## config.mk

```make
export PLATFORM = sky130hd
export DESIGN_NAME = uart_hostregs
export DESIGN_NICKNAME = d
export VERILOG_FILES = /design/src/rtl/uhr_pkg.sv /design/src/rtl/uhr_bank_dec.sv /design/src/rtl/uhr_rx_irq.sv /design/src/rtl/uhr_isr.sv /design/src/rtl/uart_hostregs.sv
export SDC_FILE = /design/constraint.sdc
export NUM_CORES = 1
export LEC_CHECK = 0
export ABC_AREA = 1
export BUFFER_PORTS_ARGS = -buffer_cell sky130_fd_sc_hd__buf_2
export CAP_MARGIN = 30
export CORE_MARGIN = 8
export CORE_UTILIZATION = 35
export CTS_CLUSTER_SIZE = 28
export DETAILED_ROUTE_END_ITERATION = 6
export GPL_ROUTABILITY_DRIVEN = 0
export PLACE_DENSITY_LB_ADDON = 0.1
export SYNTH_ARGS = -nofsm -noshare
export SYNTH_HDL_FRONTEND = slang
export SYNTH_SLANG_ARGS = --single-unit
```

## constraint.sdc

```tcl
create_clock -name clk -period 3.5 [get_ports clk]
set_clock_uncertainty 0.2 [all_clocks]
set_input_delay 0.175 -clock clk [delete_from_list [all_inputs] [get_ports clk]]
set_output_delay 0.175 -clock clk [all_outputs]
set_load 0.02 [all_outputs]
```

## src/rtl/uhr_pkg.sv

```systemverilog
package uhr_pkg;

  localparam logic [7:0] ENH_KEY = 8'hBF;

  localparam logic [3:0] ISR_LINE  = 4'h6;
  localparam logic [3:0] ISR_RXD   = 4'h4;
  localparam logic [3:0] ISR_THRE  = 4'h2;
  localparam logic [3:0] ISR_MODEM = 4'h0;
  localparam logic [3:0] ISR_NONE  = 4'h1;

  localparam int NUM_XCHAR = 4;

  typedef enum logic [4:0] {
    RID_RXTX, RID_IER, RID_ISRFCR, RID_LCR, RID_MCR, RID_LSR, RID_MSR,
    RID_SPR, RID_DLL, RID_DLM, RID_DLD, RID_EFR,
    RID_XC0, RID_XC1, RID_XC2, RID_XC3
  } reg_id_e;

  typedef struct packed {
    logic line;
    logic rxd;
    logic modem;
  } ext_src_t;

endpackage

```

## src/rtl/uhr_bank_dec.sv

```systemverilog
module uhr_bank_dec
  import uhr_pkg::*;
(
  input  logic [7:0] lcr,
  input  logic [2:0] addr,
  output reg_id_e    rid
);

  logic use_enh;
  logic use_div;

  assign use_enh = (lcr == ENH_KEY);
  assign use_div = lcr[7] & ~use_enh;

  always_comb begin
    unique case (addr)
      3'd0: rid = lcr[7] ? RID_DLL : RID_RXTX;
      3'd1: rid = lcr[7] ? RID_DLM : RID_IER;
      3'd2: rid = use_enh ? RID_EFR : (use_div ? RID_DLD : RID_ISRFCR);
      3'd3: rid = RID_LCR;
      3'd4: rid = use_enh ? RID_XC0 : RID_MCR;
      3'd5: rid = use_enh ? RID_XC1 : RID_LSR;
      3'd6: rid = use_enh ? RID_XC2 : RID_MSR;
      default: rid = use_enh ? RID_XC3 : RID_SPR;
    endcase
  end

endmodule

```

## src/rtl/uhr_rx_irq.sv

```systemverilog
module uhr_rx_irq #(
  parameter int DEPTH = 64,
  parameter int CW    = $clog2(DEPTH + 1)
) (
  input  logic          clk,
  input  logic          rst_n,
  input  logic          fifo_en,
  input  logic [1:0]    trig_sel,
  input  logic [CW-1:0] rx_count,
  input  logic          rx_push,
  input  logic          rx_empty,
  output logic          rx_ready,
  output logic          data_rdy
);

  localparam logic [CW-1:0] LVL0 = CW'(DEPTH / 8);
  localparam logic [CW-1:0] LVL1 = CW'(DEPTH / 4);
  localparam logic [CW-1:0] LVL2 = CW'(DEPTH - 8);
  localparam logic [CW-1:0] LVL3 = CW'(DEPTH - 4);

  logic [CW-1:0] level;
  logic          dr_d, dr_q;

  always_comb begin
    if (!fifo_en) begin
      level = CW'(1);
    end else begin
      unique case (trig_sel)
        2'd0:    level = LVL0;
        2'd1:    level = LVL1;
        2'd2:    level = LVL2;
        default: level = LVL3;
      endcase
    end
  end

  assign rx_ready = (rx_count >= level);

  always_comb begin
    dr_d = dr_q;
    if (rx_push)       dr_d = 1'b1;
    else if (rx_empty) dr_d = 1'b0;
  end

  always_ff @(posedge clk or negedge rst_n) begin
    if (!rst_n) dr_q <= 1'b0;
    else        dr_q <= dr_d;
  end

  assign data_rdy = dr_q;

  p_dr_set_r7: assert property (@(posedge clk) disable iff (!rst_n)
    rx_push |=> data_rdy);

  p_dr_clear_r7: assert property (@(posedge clk) disable iff (!rst_n)
    (rx_empty && !rx_push) |=> !data_rdy);

  p_empty_low_r6: assert property (@(posedge clk) disable iff (!rst_n)
    (rx_count == '0) |-> !rx_ready);

endmodule

```

## src/rtl/uhr_isr.sv

```systemverilog
module uhr_isr
  import uhr_pkg::*;
(
  input  logic      clk,
  input  logic      rst_n,
  input  ext_src_t  src,
  input  logic [3:0] ien,
  input  logic      tx_empty,
  input  logic      thr_write,
  input  logic      isr_read,
  output logic [3:0] code,
  output logic      irq
);

  logic tx_q, tx_d;
  logic thre_q, thre_d;
  logic tx_rise;
  logic en_rxd, en_thre, en_line, en_modem;

  assign tx_rise = tx_empty & ~tx_q;

  assign en_rxd   = src.rxd   & ien[0];
  assign en_thre  = thre_q    & ien[1];
  assign en_line  = src.line  & ien[2];
  assign en_modem = src.modem & ien[3];

  always_comb begin
    if (en_line)       code = ISR_LINE;
    else if (en_rxd)   code = ISR_RXD;
    else if (en_thre)  code = ISR_THRE;
    else if (en_modem) code = ISR_MODEM;
    else               code = ISR_NONE;
  end

  assign irq = en_line | en_rxd | en_thre | en_modem;

  always_comb begin
    tx_d   = tx_empty;
    thre_d = thre_q;
    if (tx_rise)
      thre_d = 1'b1;
    else if (thr_write || (isr_read && code == ISR_THRE))
      thre_d = 1'b0;
  end

  always_ff @(posedge clk or negedge rst_n) begin
    if (!rst_n) begin
      tx_q   <= 1'b0;
      thre_q <= 1'b0;
    end else begin
      tx_q   <= tx_d;
      thre_q <= thre_d;
    end
  end

  p_thre_rdclr_r10: assert property (@(posedge clk) disable iff (!rst_n)
    (isr_read && code == ISR_THRE && !tx_rise) |=> (code != ISR_THRE));

  p_thre_arm_r10: assert property (@(posedge clk) disable iff (!rst_n)
    (tx_rise && ien[1] && !src.line && !src.rxd) |=> irq);

endmodule

```

## src/rtl/uart_hostregs.sv

```systemverilog
module uart_hostregs
  import uhr_pkg::*;
#(
  parameter  int DEPTH = 64,
  localparam int CW    = $clog2(DEPTH + 1)
) (
  input  logic          clk,
  input  logic          rst_n,
  input  logic [2:0]    addr,
  input  logic          wr_en,
  input  logic          rd_en,
  input  logic [7:0]    wdata,
  output logic [7:0]    rdata,
  input  logic [7:0]    rx_data,
  input  logic [CW-1:0] rx_count,
  input  logic          rx_push,
  input  logic          rx_empty,
  input  logic          tx_empty,
  input  logic          line_evt,
  input  logic          modem_evt,
  output logic          thr_wr,
  output logic          rx_pop,
  output logic          irq
);

  // reset: asynchronous assert, synchronous release
  logic rst_s1_q, rst_s2_q, rst_n_i;

  always_ff @(posedge clk or negedge rst_n) begin
    if (!rst_n) begin
      rst_s1_q <= 1'b0;
      rst_s2_q <= 1'b0;
    end else begin
      rst_s1_q <= 1'b1;
      rst_s2_q <= rst_s1_q;
    end
  end

  assign rst_n_i = rst_s2_q;

  // decode
  reg_id_e rid;
  logic [7:0] lcr_q, lcr_d;

  uhr_bank_dec u_dec (
    .lcr  (lcr_q),
    .addr (addr),
    .rid  (rid)
  );

  // register state
  logic [7:0] ier_q, ier_d;
  logic [7:0] fcr_q, fcr_d;
  logic [7:0] mcr_q, mcr_d;
  logic [7:0] efr_q, efr_d;
  logic [7:0] spr_q, spr_d;
  logic [7:0] dll_q, dll_d;
  logic [7:0] dlm_q, dlm_d;
  logic [7:0] dld_q, dld_d;
  logic [7:0] xc_q [NUM_XCHAR];
  logic [7:0] xc_d [NUM_XCHAR];
  logic       gate_open;

  assign gate_open = efr_q[4];

  always_comb begin
    lcr_d = lcr_q;
    ier_d = ier_q;
    fcr_d = fcr_q;
    mcr_d = mcr_q;
    efr_d = efr_q;
    spr_d = spr_q;
    dll_d = dll_q;
    dlm_d = dlm_q;
    dld_d = dld_q;
    if (wr_en) begin
      unique case (rid)
        RID_IER:    ier_d = gate_open ? wdata : {ier_q[7:4], wdata[3:0]};
        RID_ISRFCR: fcr_d = gate_open ? wdata : {wdata[7:6], fcr_q[5:4], wdata[3:0]};
        RID_LCR:    lcr_d = wdata;
        RID_MCR:    mcr_d = gate_open ? wdata : {mcr_q[7:5], wdata[4:0]};
        RID_SPR:    spr_d = wdata;
        RID_DLL:    dll_d = wdata;
        RID_DLM:    dlm_d = wdata;
        RID_DLD:    dld_d = wdata;
        RID_EFR:    efr_d = wdata;
        default:    ;
      endcase
    end
  end

  always_ff @(posedge clk or negedge rst_n_i) begin
    if (!rst_n_i) begin
      lcr_q <= '0;
      ier_q <= '0;
      fcr_q <= '0;
      mcr_q <= '0;
      efr_q <= '0;
      spr_q <= '0;
      dll_q <= '0;
      dlm_q <= '0;
      dld_q <= '0;
    end else begin
      lcr_q <= lcr_d;
      ier_q <= ier_d;
      fcr_q <= fcr_d;
      mcr_q <= mcr_d;
      efr_q <= efr_d;
      spr_q <= spr_d;
      dll_q <= dll_d;
      dlm_q <= dlm_d;
      dld_q <= dld_d;
    end
  end

  // flow-control character slots
  for (genvar g = 0; g < NUM_XCHAR; g++) begin : g_xchar
    localparam reg_id_e MY_ID = reg_id_e'(RID_XC0 + g);
    logic wr_hit;
    assign wr_hit = wr_en && (rid == MY_ID);

    always_comb begin
      xc_d[g] = xc_q[g];
      if (wr_hit) xc_d[g] = wdata;
    end

    always_ff @(posedge clk or negedge rst_n_i) begin
      if (!rst_n_i) xc_q[g] <= '0;
      else          xc_q[g] <= xc_d[g];
    end
  end

  // strobes
  logic isr_read;

  assign thr_wr   = wr_en && (rid == RID_RXTX);
  assign rx_pop   = rd_en && (rid == RID_RXTX);
  assign isr_read = rd_en && (rid == RID_ISRFCR);

  // receive level and data-ready
  logic rx_ready, data_rdy;

  uhr_rx_irq #(.DEPTH(DEPTH), .CW(CW)) u_rx (
    .clk      (clk),
    .rst_n    (rst_n_i),
    .fifo_en  (fcr_q[0]),
    .trig_sel (fcr_q[7:6]),
    .rx_count (rx_count),
    .rx_push  (rx_push),
    .rx_empty (rx_empty),
    .rx_ready (rx_ready),
    .data_rdy (data_rdy)
  );

  // interrupt identification
  ext_src_t   src;
  logic [3:0] isr_code;

  assign src.line  = line_evt;
  assign src.rxd   = rx_ready;
  assign src.modem = modem_evt;

  uhr_isr u_isr (
    .clk       (clk),
    .rst_n     (rst_n_i),
    .src       (src),
    .ien       (ier_q[3:0]),
    .tx_empty  (tx_empty),
    .thr_write (thr_wr),
    .isr_read  (isr_read),
    .code      (isr_code),
    .irq       (irq)
  );

  // read mux
  always_comb begin
    unique case (rid)
      RID_RXTX:   rdata = rx_data;
      RID_IER:    rdata = ier_q;
      RID_ISRFCR: rdata = {fcr_q[0], fcr_q[0], fcr_q[5:4], isr_code};
      RID_LCR:    rdata = lcr_q;
      RID_MCR:    rdata = mcr_q;
      RID_LSR:    rdata = {1'b0, tx_empty, tx_empty, 4'b0000, data_rdy};
      RID_MSR:    rdata = 8'h00;
      RID_SPR:    rdata = spr_q;
      RID_DLL:    rdata = dll_q;
      RID_DLM:    rdata = dlm_q;
      RID_DLD:    rdata = dld_q;
      RID_EFR:    rdata = efr_q;
      RID_XC0:    rdata = xc_q[0];
      RID_XC1:    rdata = xc_q[1];
      RID_XC2:    rdata = xc_q[2];
      default:    rdata = xc_q[3];
    endcase
  end

  p_gate_hold_r4: assert property (@(posedge clk) disable iff (!rst_n_i)
    !gate_open |=> ($stable(ier_q[7:4]) && $stable(fcr_q[5:4]) && $stable(mcr_q[7:5])));

  p_thr_std_bank_r2: assert property (@(posedge clk) disable iff (!rst_n_i)
    (thr_wr || rx_pop) |-> !lcr_q[7]);

  p_code_irq_r9: assert property (@(posedge clk) disable iff (!rst_n_i)
    irq |-> (isr_code != ISR_NONE));

  p_mask_all_r5: assert property (@(posedge clk) disable iff (!rst_n_i)
    (ier_q[3:0] == 4'h0) |-> !irq);

endmodule

```

==> results.yml, run 1 <==
yosys:
  synth_cells: 680
  synth_edf_count: 0
  synth.most_common_cell: "nand2_1"
  yosysWarningCount: 0
  syn_nets: 720
  async_flop_share_pct: 100
  synth_top_area_cell: "dfrtp_1"
  synth-seq-area-share_pct: 50.7
  synthTopCellsByArea: "dfrtp_1, nand2_1, o21ai_0"
  syn_avg_cell_area_um2: 7.69
  syn_area_um2: 5230
  ys_ff_latch: 106
  yosys-top-cells-count: "nand2_1, dfrtp_1, o21ai_0, inv_1, nor2_1"
  synth_top_area_share_pct: 50.7
  synthFlopType: "dfrtp_1"
  synth_cell_types: 28
setup_path:
  crit_path_start_kind: "flop"
  cpPeakStageDelay_ns: 0.45
  cpLargestDelayFamily: "simple AND/OR/NAND/NOR gates"
  r2r_end: "dld_q[2]"
  critPathKind: "reg -> out"
  crit_path_frequent_cell: "nand2_1"
  worstRegToRegCells: 6
  crit_buf_inv: 2
  required_ns: 3.12
  rrSetupSlack_ns: 1.37
  path_cells: "inv_1, o21a_1, ha_1, nand2_1, nor3_1, nand2_1, nand2_1, nand2_1, nand2_1, nand2_1, a21oi_1, nand3_1, buf_2"
  r2r-start: "lcr_q[7]"
  worst_path_max_delay_cell: "dfrtp_1"
  critical_path_arrival_ns: 2.44
  cp_max_fo: 6
  end_kind: "primary output"
timing:
  setup_viol: 0
  fin_crit_sh_pct: 80.4
  relSlewSlack_pct: 52.5
  fmax_mhz: 355
  rsz0062_at_grt: "no"
  slew_viol_final: 0
  finalCriticalPeriod_ns: 2.81
  totalNegativeSetupSlack_ns: 0
  finalHoldViolations: 0
  tightest_slew_ns: 0.712
final_layout:
  area_growth_pct: 15.7
  instances_no_fill: 918
  layout-drive-gt1-share_pct: 12.7
  post-route-util_pct: 41.5
  n_antenna_cell: 0
  num-nets-final: 770
clock_network:
  cts_buffer_depth: 2
  post_cts_buffers: 0
  cts_sinks: 106
  cts.htree.levels: 3
  clk_latency_ns: 0.35
  clock-root-buffer: "clkbuf_16"
  cts_tree: "yes"
  cts_inserted_buffers: 9
  cts_resized: 0
  path_clk_slew_ns: 0.07
power_and_ir_drop:
  clockPowerShare_pct: 32.2
  switchingPower_w: 0.000921
  powerDensity_nw_per_um2: 514
  finalPower_w: 0.00311
  peakVddDrop_v: 0.000301
  p_leak_nw: 3.02
  pwr-share-seq_pct: 50.7
  combPwrFrac_pct: 17.1
  sw_frac_of_total_pct: 29.6
  p_int_w: 0.00219
grt:
  grt_pass1_vias: 4641
  grt_max_degree: 54
  grt_overflow: 0
  grt_pass1_wl_um: 25700
  antenna_found_initial: 0
  grt_usage_pct: 17.1
floorplan:
  die-area_um2: 19100
  die_w_um: 138
  start_util_pct: 35.8
  core-area_um2: 14600
  fp-row-count: 44
  top_level_ports: 46
  die_y_um: 138
routing:
  drt-pass1-iter-count: 5
  drc: 0
  ant_nets: 0
  num_vias: 4595
  via_per_inst: 5.01
  routedWlPerCell_um: 17.4
  wl_um: 15900
  initialDrtViolationCount: 477
run:
  maxCapViolCount: 0
hold_path:
  min_to: "u_isr.thre_q"
  min_from: "rd_en"
  hold_class: "in -> reg"
  worstHoldPathCells: 6
status:
  status: "completed"
place:
  dp_hpwl_um: 11500
  place_inst: 890
  port_buffers: 45
## layout by cell type (no fill, tap or decap), types with 6 or more instances in the layout
cell,n
nand2_1,246
o21ai_0,105
dfrtp_1,105
inv_1,52
buf_2,45
nor2_1,43
nand3_1,30
nand4_1,15
dlygate4sd3_1,13
clkbuf_16,9
nand2_2,7
o21ai_1,7
o21a_1,6
nor2_2,6
a21oi_1,6
## tightest hold or removal path, cell delays in order
cell,delay [ns]
buf_2,0.10
inv_1,0.07
nor2_1,0.05
nand3_1,0.06
nand2_1,0.05
nand2_1,0.05
## worst max-delay path by stage
stage                  start  endpoint  slack, ns  cells past startpoint
CTS                 fcr_q[0]  rdata[1]       0.61                     13
floorplan            rst_n_i  dld_q[0]       0.13                      0
global placement    fcr_q[0]  rdata[1]       1.04                     13
global route        fcr_q[0]  rdata[1]       0.47                     13
finish              fcr_q[0]  rdata[1]       0.69                     13
detailed placement  fcr_q[0]  rdata[1]       0.99                     13
## state kept, by name, summed over array words and instances, names as in the netlist
signal         cells
xc_q              32
dld_q              8
dll_q              8
dlm_q              8
efr_q              8
ier_q              8
lcr_q              8
mcr_q              8
spr_q              8
fcr_q              5
rst_n_i            1
rst_s1_q           1
u_isr.thre_q       1
u_isr.tx_q         1
u_rx.data_rdy      1
## power by group through the flow
stage          Sequential, W  Clock [W]  Combinational [W]
3_3_place_gp         0.00159          0           0.000518
2_1_floorplan        0.00156          0           0.000354
4_1_cts              0.00158    0.00103           0.000544
3_5_place_dp         0.00160          0           0.000530
5_1_grt              0.00160    0.00108           0.000611
6_report             0.00158    0.00100           0.000533
## metal layers
metal  GRT usage, %  vias to the layer above  wire length, um
met5              0                        -                0
met4           6.75                        0              354
met3           2.60                       23              718
met2           28.0                      112             7560
met1           22.1                     2186             7290
li1               -                     2274                -
## what timing repair did
item,CTS,global route
setup endpoints to repair,0,0
endpoints found under the hold margin,18,0
hold buffers,13,0
## kinds of logic (layout without fill, tap and decap cells)
group | after synthesis | count (layout) | synth area share [%]
AND/OR/NAND/NOR | 364 | 364 | 29.9
other | 1 | 1 | 0.0717
adder cells (fa/ha/maj) | 5 | 5 | 1.20
buffers and inverters | 79 | 133 | 5.86
flip-flops | 106 | 106 | 50.7
AO/OA/AOI/OAI | 125 | 125 | 12.3
## area by class of cell
type / instances / area [um2]
clock inverter: 1 / 7.51
clock buffer: 14 / 284
tap: 184 / 230
sequential: 106 / 2660
inverter: 57 / 214
multi-input combinational: 495 / 2270
timing repair buffer: 61 / 390
fill: 1493 / 8540
## per-stage QoR
step | area [um2] | setup WS (ns) | hold WS [ns]
floorplan | 5230 | 0.129 | -0.321
global placement | 5630 | 1.04 | -0.239
detailed placement | 5630 | 0.991 | -0.237
CTS | 6050 | 0.609 | 0.0296
global route | 6050 | 0.470 | 0.0843
finish | 6050 | 0.686 | 0.0325
(Power assumes the default switching activity.)
==> inputs of run 2 (changes only) <==
==> constraint.sdc (replaced) <==
create_clock -name clk -period 2.4 [get_ports clk]
set_clock_uncertainty 0.2 [all_clocks]
set_input_delay 0.12 -clock clk [delete_from_list [all_inputs] [get_ports clk]]
set_output_delay 0.12 -clock clk [all_outputs]
set_load 0.02 [all_outputs]
==> results.yml, run 2 (same netlist as run 1, synthesis figures left out) <==
timing:
  rsz0062_at_grt: "yes"
  finalCriticalPeriod_ns: 2.55
  relSlewSlack_pct: 59.0
  tightest_slew_ns: 0.615
  setup_viol: 4
  fin_crit_sh_pct: 106
  fin_ws_ns: -0.148
  finalHoldViolations: 0
  slew_viol_final: 0
  totalNegativeSetupSlack_ns: -0.366
  fmax_mhz: 393
routing:
  initialDrtViolationCount: 408
  wl_um: 16800
  num_vias: 4846
  via_per_inst: 5.10
  ant_nets: 0
  drc: 0
  routedWlPerCell_um: 17.6
  drt-pass1-iter-count: 6
setup_path:
  critPathKind: "reg -> out"
  endpoint: "rdata[1]"
  crit_path_start_kind: "flop"
  end_kind: "primary output"
  worstRegToRegCells: 8
  required_ns: 2.08
  r2r_end: "xc_q[4]"
  cp_max_fo: 4
  critical_path_arrival_ns: 2.23
  rrSetupSlack_ns: 0.32
  r2r-start: "lcr_q[2]"
  crit_path_start: "fcr_q[6]"
run:
  maxCapViolCount: 0
hold_path:
  worstHoldPathCells: 6
  min_from: "line_evt"
  hold_class: "in -> reg"
place:
  dp_hpwl_um: 11900
  port_buffers: 45
floorplan:
  fp-row-count: 44
  die_w_um: 138
  top_level_ports: 46
  die-area_um2: 19100
  core-area_um2: 14600
  start_util_pct: 35.8
  die_y_um: 138
clock_network:
  cts_inserted_buffers: 9
  clock-root-buffer: "clkbuf_16"
  cts.htree.levels: 3
  clk_latency_ns: 0.36
  cts_buffer_depth: 2
  cts_sinks: 106
  cts_tree: "yes"
  path_clk_slew_ns: 0.08
status:
  status: "complete, but fails checks"
  violations: "setup timing"
grt:
  grt_pass1_wl_um: 26300
  grt_max_degree: 41
  antenna_found_initial: 0
  grt_pass1_vias: 4587
  grt_overflow: 0
  grt_usage_pct: 17.5
final_layout:
  num-nets-final: 802
  area_growth_pct: 25.0
  fill_cells: 1462
  n_antenna_cell: 0
  largest-register: "xc_q"
  largest_reg_flops: 32
  layout-drive-gt1-share_pct: 21.8
  layout_common_cells: "nand2_1, dfrtp_1, o21ai_0"
  final_common_cell: "nand2_1"
  post-route-util_pct: 44.8
power_and_ir_drop:
  peakVddDrop_v: 0.000353
  powerDensity_nw_per_um2: 720
  p_leak_nw: 3.23
  finalPower_w: 0.00471
## run 2: changes by cell type in the layout (fill, tap and decap cells not counted), moves of 5 or more
cell / previous run / this run
nand2_1: 246 / 231
nor2_4: 5 / 10
o21ai_1: 7 / 12
nor2_2: 6 / 12
buf_2: 45 / 39
nand2_2: 7 / 18
nor2_1: 43 / 32
o21ai_0: 105 / 97
buf_4: 2 / 29
buf_6: 0 / 8
## run 2: critical path, stage by stage (launching register included)
cell	delay, ns
dfrtp_1	0.42
o21a_1	0.21
ha_1	0.27
nand2_1	0.04
nor3_1	0.12
nand2_1	0.09
nand2_2	0.10
nand2_4	0.06
nand2_1	0.07
nand2_2	0.06
a21oi_2	0.18
nand3_2	0.11
buf_6	0.14
## run 2: how the worst min path moves through the flow
stage	endpoint
floorplan	rst_n_i
global placement	rst_s1_q
detailed placement	rst_s1_q
CTS	u_isr.thre_q
global route	u_isr.thre_q
finish	u_isr.thre_q
## run 2: power breakdown
| part | internal, W | total [W] | switching (W) | leakage [nW] |
|---|---|---|---|---|
| combinational | 0.000387 | 0.000951 | 0.000564 | 1.72 |
| clock | 0.000736 | 0.00147 | 0.000737 | 0.147 |
| sequential | 0.00210 | 0.00228 | 0.000185 | 1.36 |
## run 2: layout make-up
type	count	area (um2)	area share, %
Clock inverter	7	70.1	1.07
Sequential cell	106	2660	40.6
Multi-Input combinational cell	495	2440	37.3
Inverter	57	216	3.31
Tap cell	184	230	3.52
Clock buffer	9	225	3.44
Timing Repair Buffer	93	703	10.8
## run 2: metal layers
layer	track usage, %	vias up	part of all wire (%)
li1	-	2340	-
met1	22.7	2354	45
met2	28.7	133	47
met3	3.84	19	5.2
met4	4.75	0	2.0
met5	0	-	0
## run 2: timing repair
action | 4_1_cts | 5_1_grt
endpoints found under the hold margin | 18 | 0
buffers inserted | 11 | 11
pin swaps | 22 | 25
endpoints found under the setup margin | 8 | 9
hold buffers | 14 | 0
resized for setup | 36 | 41
## run 2: metrics by stage
stage	setup WS [ns]	hold slack (ns)	cell area (um2)	instances
2_1_floorplan	0.424	-0.376	5230	680
3_3_place_gp	0.102	-0.295	5700	899
3_5_place_dp	0.0562	-0.291	5700	899
4_1_cts	-0.204	0.0403	6340	940
5_1_grt	-0.277	0.0808	6540	951
6_report	-0.148	0.0610	6540	951
